## src/rtl/i2c_mask_addr_pkg.sv

```systemverilog
package i2c_mask_addr_pkg;

  typedef enum logic [2:0] {
    ST_IDLE,
    ST_ADDR,
    ST_DECIDE,
    ST_STRETCH,
    ST_ACK
  } slvState_t;

  // strobes from control to datapath
  typedef struct packed {
    logic clrCnt;
    logic shiftEn;
    logic capture;
  } ctrlStrb_t;

endpackage

```

## src/rtl/i2c_mask_addr_dp.sv

```systemverilog
module i2c_mask_addr_dp
  import i2c_mask_addr_pkg::*;
#(
  parameter int ADDR_W      = 7,
  parameter int SYNC_STAGES = 2
) (
  input  logic              clk,
  input  logic              rstN,
  input  logic              sclIn,
  input  logic              sdaIn,
  input  logic [ADDR_W-1:0] ownAddr,
  input  logic [ADDR_W-1:0] addrMask,
  input  logic              gcEnable,
  input  ctrlStrb_t         strb,
  output logic              startDet,
  output logic              stopDet,
  output logic              sclRise,
  output logic              sclFall,
  output logic              byteDone,
  output logic              addrMatch,
  output logic [ADDR_W-1:0] rxAddr,
  output logic              rxRw,
  output logic              gcHit
);

  localparam int BYTE_W = ADDR_W + 1;
  localparam int CNT_W  = $clog2(BYTE_W + 1);
  localparam int LINES  = 2;

  logic [LINES-1:0] lineRaw;
  logic [LINES-1:0] lineSync;
  logic [LINES-1:0] linePrev;

  assign lineRaw = {sdaIn, sclIn};

  // one synchronizer chain per bus line, reset to the idle-high level
  for (genvar g = 0; g < LINES; g++) begin : g_sync
    logic [SYNC_STAGES-1:0] chain;
    always_ff @(posedge clk or negedge rstN) begin
      if (!rstN) chain <= '1;
      else       chain <= {chain[SYNC_STAGES-2:0], lineRaw[g]};
    end
    assign lineSync[g] = chain[SYNC_STAGES-1];
  end

  always_ff @(posedge clk or negedge rstN) begin
    if (!rstN) linePrev <= '1;
    else       linePrev <= lineSync;
  end

  logic sclNow, sdaNow, sclOld, sdaOld;
  assign sclNow = lineSync[0];
  assign sdaNow = lineSync[1];
  assign sclOld = linePrev[0];
  assign sdaOld = linePrev[1];

  assign sclRise  = sclNow & ~sclOld;
  assign sclFall  = ~sclNow & sclOld;
  assign startDet = sclNow & sclOld & sdaOld & ~sdaNow;
  assign stopDet  = sclNow & sclOld & ~sdaOld & sdaNow;

  logic [BYTE_W-1:0] shiftReg;
  logic [CNT_W-1:0]  bitCnt;

  always_ff @(posedge clk or negedge rstN) begin
    if (!rstN) begin
      shiftReg <= '0;
      bitCnt   <= '0;
    end else if (strb.clrCnt) begin
      bitCnt   <= '0;
    end else if (strb.shiftEn) begin
      shiftReg <= {shiftReg[BYTE_W-2:0], sdaNow};
      bitCnt   <= bitCnt + 1'b1;
    end
  end

  assign byteDone = (bitCnt == CNT_W'(BYTE_W));

  logic [ADDR_W-1:0] candAddr;
  logic              ownMatch, gcMatch;

  assign candAddr  = shiftReg[BYTE_W-1:1];
  assign ownMatch  = ((candAddr ^ ownAddr) & ~addrMask) == '0;
  assign gcMatch   = gcEnable && (candAddr == '0);
  assign addrMatch = ownMatch | gcMatch;

  always_ff @(posedge clk or negedge rstN) begin
    if (!rstN) begin
      rxAddr <= '0;
      rxRw   <= 1'b0;
      gcHit  <= 1'b0;
    end else if (strb.capture) begin
      rxAddr <= candAddr;
      rxRw   <= shiftReg[0];
      gcHit  <= gcMatch;
    end
  end

endmodule

```

## src/rtl/i2c_mask_addr_ctrl.sv

```systemverilog
module i2c_mask_addr_ctrl
  import i2c_mask_addr_pkg::*;
(
  input  logic      clk,
  input  logic      rstN,
  input  logic      startDet,
  input  logic      stopDet,
  input  logic      sclRise,
  input  logic      sclFall,
  input  logic      byteDone,
  input  logic      addrMatch,
  input  logic      ackAllow,
  output ctrlStrb_t strb,
  output logic      sdaOe,
  output logic      sclOe,
  output logic      ackReq
);

  slvState_t state, stateNxt;

  always_ff @(posedge clk or negedge rstN) begin
    if (!rstN) state <= ST_IDLE;
    else       state <= stateNxt;
  end

  always_comb begin
    stateNxt     = state;
    strb         = '0;
    if (startDet) begin
      stateNxt    = ST_ADDR;
      strb.clrCnt = 1'b1;
    end else if (stopDet) begin
      stateNxt = ST_IDLE;
    end else begin
      unique case (state)
        ST_IDLE: stateNxt = ST_IDLE;
        ST_ADDR: begin
          if (byteDone)     stateNxt = ST_DECIDE;
          else if (sclRise) strb.shiftEn = 1'b1;
        end
        ST_DECIDE: begin
          if (sclFall) begin
            if (addrMatch) begin
              strb.capture = 1'b1;
              stateNxt     = ST_STRETCH;
            end else begin
              stateNxt = ST_IDLE;
            end
          end
        end
        ST_STRETCH: if (ackAllow) stateNxt = ST_ACK;
        ST_ACK:     if (sclFall)  stateNxt = ST_IDLE;
        default:    stateNxt = ST_IDLE;
      endcase
    end
  end

  assign ackReq = (state == ST_STRETCH);
  assign sclOe  = (state == ST_STRETCH);
  assign sdaOe  = (state == ST_ACK) || ((state == ST_STRETCH) && ackAllow);

endmodule

```

## src/rtl/i2c_mask_addr_slave.sv

```systemverilog
module i2c_mask_addr_slave
  import i2c_mask_addr_pkg::*;
#(
  parameter int ADDR_W      = 7,
  parameter int SYNC_STAGES = 2
) (
  input  logic              clk,
  input  logic              rstN,
  input  logic              sclIn,
  input  logic              sdaIn,
  input  logic [ADDR_W-1:0] ownAddr,
  input  logic [ADDR_W-1:0] addrMask,
  input  logic              gcEnable,
  input  logic              ackAllow,
  output logic              sdaOe,
  output logic              sclOe,
  output logic              ackReq,
  output logic [ADDR_W-1:0] rxAddr,
  output logic              rxRw,
  output logic              gcHit
);

  ctrlStrb_t strb;
  logic startDet, stopDet, sclRise, sclFall, byteDone, addrMatch;

  i2c_mask_addr_dp #(
    .ADDR_W(ADDR_W),
    .SYNC_STAGES(SYNC_STAGES)
  ) dp_i (
    .clk(clk), .rstN(rstN), .sclIn(sclIn), .sdaIn(sdaIn),
    .ownAddr(ownAddr), .addrMask(addrMask), .gcEnable(gcEnable),
    .strb(strb), .startDet(startDet), .stopDet(stopDet),
    .sclRise(sclRise), .sclFall(sclFall), .byteDone(byteDone),
    .addrMatch(addrMatch), .rxAddr(rxAddr), .rxRw(rxRw), .gcHit(gcHit)
  );

  i2c_mask_addr_ctrl ctrl_i (
    .clk(clk), .rstN(rstN), .startDet(startDet), .stopDet(stopDet),
    .sclRise(sclRise), .sclFall(sclFall), .byteDone(byteDone),
    .addrMatch(addrMatch), .ackAllow(ackAllow), .strb(strb),
    .sdaOe(sdaOe), .sclOe(sclOe), .ackReq(ackReq)
  );

endmodule

```

## config.mk

```make
export PLATFORM = sky130hd
export DESIGN_NAME = i2c_mask_addr_slave
export DESIGN_NICKNAME = d
export VERILOG_FILES = /design/src/rtl/i2c_mask_addr_pkg.sv /design/src/rtl/i2c_mask_addr_dp.sv /design/src/rtl/i2c_mask_addr_ctrl.sv /design/src/rtl/i2c_mask_addr_slave.sv
export SDC_FILE = /design/constraint.sdc
export NUM_CORES = 1
export LEC_CHECK = 0
export ABC_CLOCK_PERIOD_IN_PS = 1800
export BUFFER_PORTS_ARGS = -buffer_cell sky130_fd_sc_hd__buf_2
export CAP_MARGIN = 20
export CORE_MARGIN = 2
export CORE_UTILIZATION = 47
export DETAILED_ROUTE_END_ITERATION = 10
export HOLD_SLACK_MARGIN = 0.05
export PLACE_DENSITY = 0.74
export RECOVER_POWER = 50
export SLEW_MARGIN = 40
export SYNTH_ARGS = -nofsm -noshare
export SYNTH_HDL_FRONTEND = slang
export SYNTH_SLANG_ARGS = --single-unit
```

## constraint.sdc

```tcl
create_clock -name clk -period 1.8 [get_ports clk]
set_input_delay 0.18 -clock clk [delete_from_list [all_inputs] [get_ports clk]]
set_output_delay 0.18 -clock clk [all_outputs]
set_load 0.02 [all_outputs]
```

==> results.yml, run 1 <==
grt:
  overflow: 0
  grt_pass1_wl_um: 4400
  grt_pass1_vias: 1043
  grt_max_degree: 31
  antenna_found_initial: 0
  grt_usage: 0.174
worst_setup_path:
  cp-end-kind: "flip-flop"
  path_max_fanout: 5
  cp.required_ns: 2.01
  rrSetupSlack_ns: -0.14
  r2r_start: "dp_i.shiftReg[4]$_DFFE_PN0P_"
  ff2ff_path_depth: 6
  start_kind: "flip-flop"
  critPathArrivalTime_ns: 2.15
  reg2reg_to: "dp_i.rxRw$_DFFE_PN0P_"
  startpoint: "dp_i.shiftReg[4]$_DFFE_PN0P_"
  critPathKind: "flip-flop to flip-flop"
timing:
  finalHoldViolations: 0
  fin_ws_ns: -0.137
  finalSetupViolCount: 9
  worst_pin_slew_ns: 0.712
  min_period_ns: 1.94
  fmax_mhz: 516
  post-route-period-util: 1.08
  rsz0062_at_grt: "yes"
  timing.slew.headroom: 0.525
  slew_viol_final: 0
  fin_worst_skew_ns: 0.0107
clocking:
  tritoncts: "done"
  clock_sinks: 30
  cts_made_buffers: 5
  clockRootBuffer: "clkbuf_4"
  clockBufferDepth: 2
  clk_pin_slew_worst_paths_ns: 0.09
  insertion_delay_ns: 0.32
  h-tree-depth: 2
die:
  core_area_um2: 2760
  dieArea_um2: 3330
  row_count: 19
  start_util: 0.491
  dieHeight_um: 57.7
  die_w_um: 57.7
  ios: 32
synth:
  syn_area_um2: 1360
  synthesis.instances: 114
  yosys_warnings: 0
  avgSynthCellArea_um2: 11.9
  synth_seq_area_share: 0.560
  syn_nets: 136
  ys_types: 28
  synth_seq_cells: 30
min_path:
  hold-path-endpoint: "ctrl_i.state[2]$_DFFE_PN0P_"
  worstHoldPathCells: 3
  hold_path_class: "input port to flip-flop"
  hold_start: "ackAllow"
detailed_routing:
  viasPerCell: 5.42
  wl_um: 2810
  drc: 0
  wl_per_cell_um: 14.3
  drtPass1Iterations: 4
  ant_nets: 0
  first_iter_violations: 44
  num_vias: 1063
placement:
  portBuffers: 31
  dp.cells: 182
  gp_congestion: 0.888
  post_dp_cell_area_um2: 1610
  place_hpwl_um: 1900
  dpl_worst_slack_ns: -0.191
finish:
  postLayoutCellArea_um2: 1820
  instances_no_fill: 196
  syn_to_final_growth_pct: 34.0
  final_common_cell: "buf_2"
  fin_util: 0.658
  fin_nets: 186
  layout-drive-gt1-share: 0.485
  n_antenna_cell: 0
  fillers: 206
  final_cell_mix: "buf_2 (30), dfrtp_1 (24), nor2_1 (12), buf_4 (11), mux2_2 (10)"
power_and_ir_drop:
  peakVddDrop_mv: 0.833
  power.density_nw_per_um2: 1140
  leakagePower_uw: 0.000892
flow_run:
  drv_cap: 0
outcome:
  status: "complete, but fails checks"
  violations: "negative setup slack"
## flip-flops by register name (all words and copies together) (netlist names)
signal             flops
ctrl_i.state           3
dp_i.rxAddr            7
dp_i.bitCnt            4
dp_i.gcHit             1
dp_i.linePrev          2
dp_i.shiftReg          8
dp_i.g_sync.chain      4
dp_i.rxRw              1
## metal layers
| layer | share of wire | routed length (µm) | vias up | GRT usage |
|---|---|---|---|---|
| li1 | - | - | 497 | - |
| met1 | 0.42 | 1180 | 531 | 0.215 |
| met2 | 0.51 | 1420 | 27 | 0.276 |
| met3 | 0.056 | 157 | 8 | 0.0692 |
| met4 | 0.016 | 44 | 0 | 0.0664 |
| met5 | 0 | 0 | - | 0 |
## layout make-up
type / instances / area, µm² / share of cell area
Inverter: 6 / 22.5 / 0.0124
Multi-Input combinational cell: 74 / 623 / 0.343
Clock buffer: 7 / 55.1 / 0.0303
Timing Repair Buffer: 47 / 313 / 0.172
Tap cell: 31 / 38.8 / 0.0214
Clock inverter: 1 / 5.00 / 0.00276
Sequential cell: 30 / 758 / 0.418
## where the power goes
part	internal (µW)	switching (µW)
Combinational	388	348
Sequential	806	119
Clock	189	227
## worst max path at each step
stage,endpoint,slack (ns),cells after the start
2_1_floorplan,dp_i.gcHit$_DFFE_PN0P_,0.09,6
3_3_place_gp,dp_i.rxAddr[3]$_DFFE_PN0P_,-0.13,6
3_5_place_dp,dp_i.rxAddr[3]$_DFFE_PN0P_,-0.19,6
4_1_cts,dp_i.rxAddr[5]$_DFFE_PN0P_,-0.06,6
5_1_grt,dp_i.rxRw$_DFFE_PN0P_,-0.21,5
6_report,dp_i.rxRw$_DFFE_PN0P_,-0.14,6
## Yosys cell counts
master | n | share of area
inv_1 | 6 | 0.017
mux2_2 | 17 | 0.14
xnor2_1 | 10 | 0.065
dfstp_2 | 6 | 0.12
o2111a_1 | 1 | 0.0083
nor3_1 | 1 | 0.0037
a311o_2 | 1 | 0.0083
dfrtp_1 | 24 | 0.44
nor2b_1 | 1 | 0.0046
buf_6 | 1 | 0.0083
nand4_1 | 1 | 0.0046
o22ai_1 | 3 | 0.014
nand4b_1 | 1 | 0.0065
nor4_1 | 2 | 0.0092
nand2b_1 | 1 | 0.0046
nor3b_1 | 1 | 0.0055
nor2_1 | 12 | 0.033
buf_4 | 1 | 0.0055
nand2_1 | 4 | 0.011
clkbuf_1 | 1 | 0.0028
nand3b_1 | 1 | 0.0055
and2_1 | 1 | 0.0046
o21ai_0 | 5 | 0.018
and4b_1 | 1 | 0.0074
buf_2 | 1 | 0.0037
ha_1 | 2 | 0.018
a21oi_1 | 3 | 0.011
nand3_1 | 5 | 0.018
## through the flow
| stage | setup TNS, ns | hold WS, ns | total power (µW) |
|---|---|---|---|
| final | -0.860 | 0.164 | 2080 |
| after global routing | -1.63 | 0.171 | 2210 |
| after CTS | -0.503 | 0.154 | 2000 |
| after detailed placement | -1.67 | 0.242 | 1570 |
| after global placement | -1.14 | 0.227 | 1540 |
| after floorplan | 0 | -0.116 | 1330 |
## cell families (layout without fill, tap and decap cells)
group / after synthesis / count (layout) / synth area share
adder cells (fa/ha/maj): 2 / 2 / 0.0185
buffers and inverters: 10 / 61 / 0.0369
XOR/XNOR: 10 / 10 / 0.0646
flip-flops: 30 / 30 / 0.560
multiplexers: 17 / 17 / 0.141
AO/OA/AOI/OAI: 13 / 13 / 0.0600
AND/OR/NAND/NOR: 32 / 32 / 0.119
## critical path: stages, from the launching register on
cell and delay [ns]:
dfrtp_1 0.43, xnor2_1 0.19, o22ai_2 0.11, nor4_4 0.30, o2111a_2 0.31, clkbuf_16 0.16, mux2_2 0.32
## what timing repair did
action,4_1_cts,5_1_grt
buffers inserted,1,1
pin swaps,1,3
endpoints found under the setup margin,9,9
hold endpoints to repair,26,0
gates cloned,0,1
resized for setup,2,13
hold buffers,3,0
No activity file was read; power rests on OpenSTA's default activity.
==> run 2, diff against run 1 <==
--- a/config.mk
+++ b/config.mk
@@ -14,6 +14,7 @@
 export HOLD_SLACK_MARGIN = 0.05
 export PLACE_DENSITY = 0.74
 export RECOVER_POWER = 50
+export SKIP_CTS_REPAIR_TIMING = 1
 export SLEW_MARGIN = 40
 export SYNTH_ARGS = -nofsm -noshare
 export SYNTH_HDL_FRONTEND = slang
==> results.yml, run 2 (same netlist as run 1, synthesis figures left out) <==
outcome:
  status: "complete, but fails checks"
  violations: "negative setup slack"
worst_setup_path:
  cpPeakStageDelay_ns: 0.45
  start_kind: "flip-flop"
  rrSetupSlack_ns: -0.11
  critPathKind: "flip-flop to flip-flop"
  critPathArrivalTime_ns: 2.12
  ff2ff_path_depth: 6
  reg2reg_to: "dp_i.rxAddr[3]$_DFFE_PN0P_"
  critical_path.cell_chain: "xnor2_1 > nor2_1 > nor4_2 > o2111a_1 > buf_12 > mux2_2"
  r2r_start: "dp_i.shiftReg[6]$_DFFE_PN0P_"
  crit_path_top_delay_cell: "dfrtp_1"
  path_max_fanout: 10
  cp-end-kind: "flip-flop"
  cp.required_ns: 2.01
finish:
  instances_no_fill: 195
  final_common_cell: "buf_2"
  final_cell_mix: "buf_2 (30), dfrtp_1 (24), mux2_2 (16), nor2_1 (12), buf_4 (11)"
  reg.largest.list: "dp_i.shiftReg (8), dp_i.rxAddr (7)"
  fin_nets: 185
  layout-drive-gt1-share: 0.451
  syn_to_final_growth_pct: 27.8
  n_antenna_cell: 0
  top_register: "dp_i.shiftReg"
  largest_reg_flops: 8
placement:
  portBuffers: 31
  gp_congestion: 0.888
  dpl_worst_slack_ns: -0.191
  dp.cells: 182
  place_hpwl_um: 1900
power_and_ir_drop:
  power.density_nw_per_um2: 1160
  leakagePower_uw: 0.000862
  peakVddDrop_mv: 0.799
timing:
  fin_ws_ns: -0.114
  slew_viol_final: 0
  timing.slew.headroom: 0.519
  holdWs_ns: 0.163
  finalSetupTns_ns: -0.902
  min_period_ns: 1.91
  rsz0062_at_grt: "yes"
  fmax_mhz: 522
  fin_worst_skew_ns: 0.00910
  worst_pin_slew_ns: 0.722
  finalSetupViolCount: 9
  finalHoldViolations: 0
  post-route-period-util: 1.06
clocking:
  clock_sinks: 30
  insertion_delay_ns: 0.32
  cts_made_buffers: 5
  clockRootBuffer: "clkbuf_4"
  clk_pin_slew_worst_paths_ns: 0.10
  clockBufferDepth: 2
  h-tree-depth: 2
  tritoncts: "done"
die:
  core_area_um2: 2760
  ios: 32
  start_util: 0.491
  die_w_um: 57.7
  dieArea_um2: 3330
  row_count: 19
  dieHeight_um: 57.7
detailed_routing:
  ant_nets: 0
  drc: 0
  viasPerCell: 5.26
  wl_per_cell_um: 13.3
  num_vias: 1025
  wl_um: 2590
  drtPass1Iterations: 4
  first_iter_violations: 34
min_path:
  worstHoldPathCells: 3
  hold_start: "ackAllow"
  hold-path-endpoint: "ctrl_i.state[2]$_DFFE_PN0P_"
  hold_path_class: "input port to flip-flop"
grt:
  grt_max_degree: 31
  grt_pass1_vias: 1002
  antenna_found_initial: 0
  grt_usage: 0.170
  overflow: 0
  grt_pass1_wl_um: 4280
flow_run:
  drv_cap: 0
-- run 2: worst max path at each step --
stage,start,to,cells after the start
after floorplan,dp_i.shiftReg[3]$_DFFE_PN0P_,dp_i.gcHit$_DFFE_PN0P_,6
after CTS,dp_i.shiftReg[3]$_DFFE_PN0P_,dp_i.rxAddr[3]$_DFFE_PN0P_,6
after global routing,dp_i.shiftReg[1]$_DFFE_PN0P_,dp_i.gcHit$_DFFE_PN0P_,6
after global placement,dp_i.shiftReg[3]$_DFFE_PN0P_,dp_i.rxAddr[3]$_DFFE_PN0P_,6
final,dp_i.shiftReg[6]$_DFFE_PN0P_,dp_i.rxAddr[3]$_DFFE_PN0P_,6
after detailed placement,dp_i.shiftReg[3]$_DFFE_PN0P_,dp_i.rxAddr[3]$_DFFE_PN0P_,6
-- run 2: cell type report --
| type | instances | area [µm²] |
|---|---|---|
| Fill cell | 228 | 1030 |
| Sequential cell | 30 | 758 |
| Multi-Input combinational cell | 74 | 564 |
| Timing Repair Buffer | 46 | 288 |
| Clock buffer | 7 | 55.1 |
| Tap cell | 31 | 38.8 |
| Inverter | 6 | 22.5 |
| Clock inverter | 1 | 5.00 |
-- run 2: power breakdown --
group	switching, µW	internal (µW)
sequential	112	806
clock	226	189
combinational	322	346
-- run 2: critical path, delay by kind of cell, from the launching register on --
family                    cells  cell delay, ns
AOI/OAI and AO/OA             1            0.29
xor gates and xnor gates      1            0.18
buffers and inverters         1            0.14
DFF                           1            0.45
muxes                         1            0.33
and+or+nand+nor               2            0.40
-- run 2: metal layers --
layer  vias to the layer above  global-route usage  share of wire
met5                         -                   0              0
met4                         0              0.0664         0.0089
met3                         4              0.0692          0.046
met2                        23               0.266           0.49
met1                       504               0.211           0.45
li1                        494                   -              -
-- run 2: through the flow --
step           utilization  cell area, µm²  total power (µW)
2_1_floorplan            -            1360              1330
3_3_place_gp         0.583            1610              1540
3_5_place_dp         0.583            1610              1570
4_1_cts              0.605            1670              1980
5_1_grt              0.628            1730              2140
6_report             0.628            1730              2000
==> run 3, diff against run 2 <==
--- a/config.mk
+++ b/config.mk
@@ -11,6 +11,7 @@
 export CORE_MARGIN = 2
 export CORE_UTILIZATION = 47
 export DETAILED_ROUTE_END_ITERATION = 10
+export GPL_TIMING_DRIVEN = 0
 export HOLD_SLACK_MARGIN = 0.05
 export PLACE_DENSITY = 0.74
 export RECOVER_POWER = 50
==> results.yml, run 3 (same netlist as run 1, synthesis figures left out) <==
outcome:
  status: "complete, but fails checks"
  violations: "negative setup slack"
worst_setup_path:
  critPathKind: "flip-flop to flip-flop"
  cp-end-kind: "flip-flop"
  cp.required_ns: 2.01
  start_kind: "flip-flop"
  r2r_start: "dp_i.shiftReg[3]$_DFFE_PN0P_"
  startpoint: "dp_i.shiftReg[3]$_DFFE_PN0P_"
  path_max_fanout: 5
  critPathArrivalTime_ns: 2.18
timing:
  post-route-period-util: 1.09
  rsz0062_at_grt: "yes"
  timing.slew.headroom: 0.525
  min_period_ns: 1.97
  finalSetupViolCount: 10
  fmax_mhz: 508
  slew_viol_final: 0
  fin_worst_skew_ns: 0.00838
  worst_pin_slew_ns: 0.713
  finalHoldViolations: 0
  fin_ws_ns: -0.168
power_and_ir_drop:
  p_total_uw: 2110
  power.density_nw_per_um2: 1150
  seqPwrFrac: 0.447
  peakVddDrop_mv: 0.935
  power.internal_uw: 1390
  combPwrFrac: 0.352
  switching_share: 0.342
  switchingPower_uw: 724
  p_clk_frac: 0.201
  leakagePower_uw: 0.000893
finish:
  instances_no_fill: 194
  final_cell_mix: "buf_2 (30), dfrtp_1 (20), nor2_1 (12), mux2_4 (9), mux2_2 (8)"
  largest_reg_flops: 8
  layout-drive-gt1-share: 0.528
  reg.largest.list: "dp_i.shiftReg (8), dp_i.rxAddr (7)"
  fin_nets: 184
  n_antenna_cell: 0
  top_register: "dp_i.shiftReg"
  syn_to_final_growth_pct: 35.8
  final_common_cell: "buf_2"
grt:
  grt_util_met1: 0.210
  overflow: 0
  grtUsageMet2: 0.273
  grt_pass1_vias: 1010
  grt_usage: 0.169
  top_usage_layer: "met2"
  grt_max_degree: 31
  use_met3: 0.0670
  antenna_found_initial: 0
  grt_pass1_wl_um: 4180
detailed_routing:
  wl_um: 2820
  first_iter_violations: 45
  drtPass1Iterations: 4
  wl_per_cell_um: 14.5
  num_vias: 1022
  drc: 0
  ant_nets: 0
  viasPerCell: 5.27
placement:
  portBuffers: 31
  dp.cells: 176
  dpl_worst_slack_ns: -0.214
  gp_congestion: 0.839
  place_hpwl_um: 1780
die:
  dieArea_um2: 3330
  die_w_um: 57.7
  core_area_um2: 2760
  dieHeight_um: 57.7
  start_util: 0.491
  ios: 32
  row_count: 19
min_path:
  hold_start: "ackAllow"
  hold_path_class: "input port to flip-flop"
clocking:
  clockBufferDepth: 2
  insertion_delay_ns: 0.33
  cts_made_buffers: 5
  h-tree-depth: 2
  clk_pin_slew_worst_paths_ns: 0.10
  tritoncts: "done"
  clock_sinks: 30
  clockRootBuffer: "clkbuf_4"
flow_run:
  drv_cap: 0
==> run 3: power by group through the flow <==
stage / sequential, µW / combinational [µW] / clock [µW]
final: 944 / 743 / 425
after global routing: 964 / 810 / 465
after CTS: 917 / 583 / 438
after detailed placement: 928 / 581 / 0
after global placement: 921 / 560 / 0
after floorplan: 950 / 376 / 0
==> run 3: path summary, 6_finish.rpt <==
path,slack (ns),to,cells after the start
worst max-delay path,-0.17,dp_i.rxRw$_DFFE_PN0P_,7
worst min register to register,0.36,dp_i.g_sync[1].chain[1]$_DFF_PN1_,0
worst max register to register,-0.17,dp_i.rxRw$_DFFE_PN0P_,7
min in group asynchronous,0.42,dp_i.bitCnt[3]$_DFFE_PN0P_,2
worst min-delay path,0.17,ctrl_i.state[2]$_DFFE_PN0P_,3
max in group asynchronous,0.88,dp_i.shiftReg[4]$_DFFE_PN0P_,2
==> run 3: stage by stage <==
step | utilization | cell area (µm²) | TNS (ns) | hold slack (ns)
final | 0.667 | 1840 | -1.51 | 0.169
after global routing | 0.667 | 1840 | -2.53 | 0.182
after CTS | 0.585 | 1610 | -2.13 | -0.123
after detailed placement | 0.562 | 1550 | -1.87 | 0.243
after global placement | 0.562 | 1550 | -1.43 | 0.233
after floorplan | - | 1360 | 0 | -0.116
==> run 3: critical path: stages (launching register included) <==
cell      delay [ns]
dfrtp_2         0.46
xnor2_2         0.19
o22ai_2         0.10
nor4_4          0.31
o2111a_1        0.25
buf_6           0.12
buf_8           0.12
mux2_4          0.30
==> run 3: metal layers <==
layer | up-vias | wire, µm
met1 | 510 | 1240
met3 | 2 | 93
met5 | - | 0
li1 | 490 | -
met4 | 0 | 19
met2 | 20 | 1470
==> run 3: layout make-up <==
class,count,area [µm²]
buffer,4,30.0
clock buffer,6,51.3
clock inverter,2,12.5
fill,197,917
inverter,6,22.5
multi-input combinational,74,661
sequential,30,763
tap,31,38.8
timing repair buffer,41,262
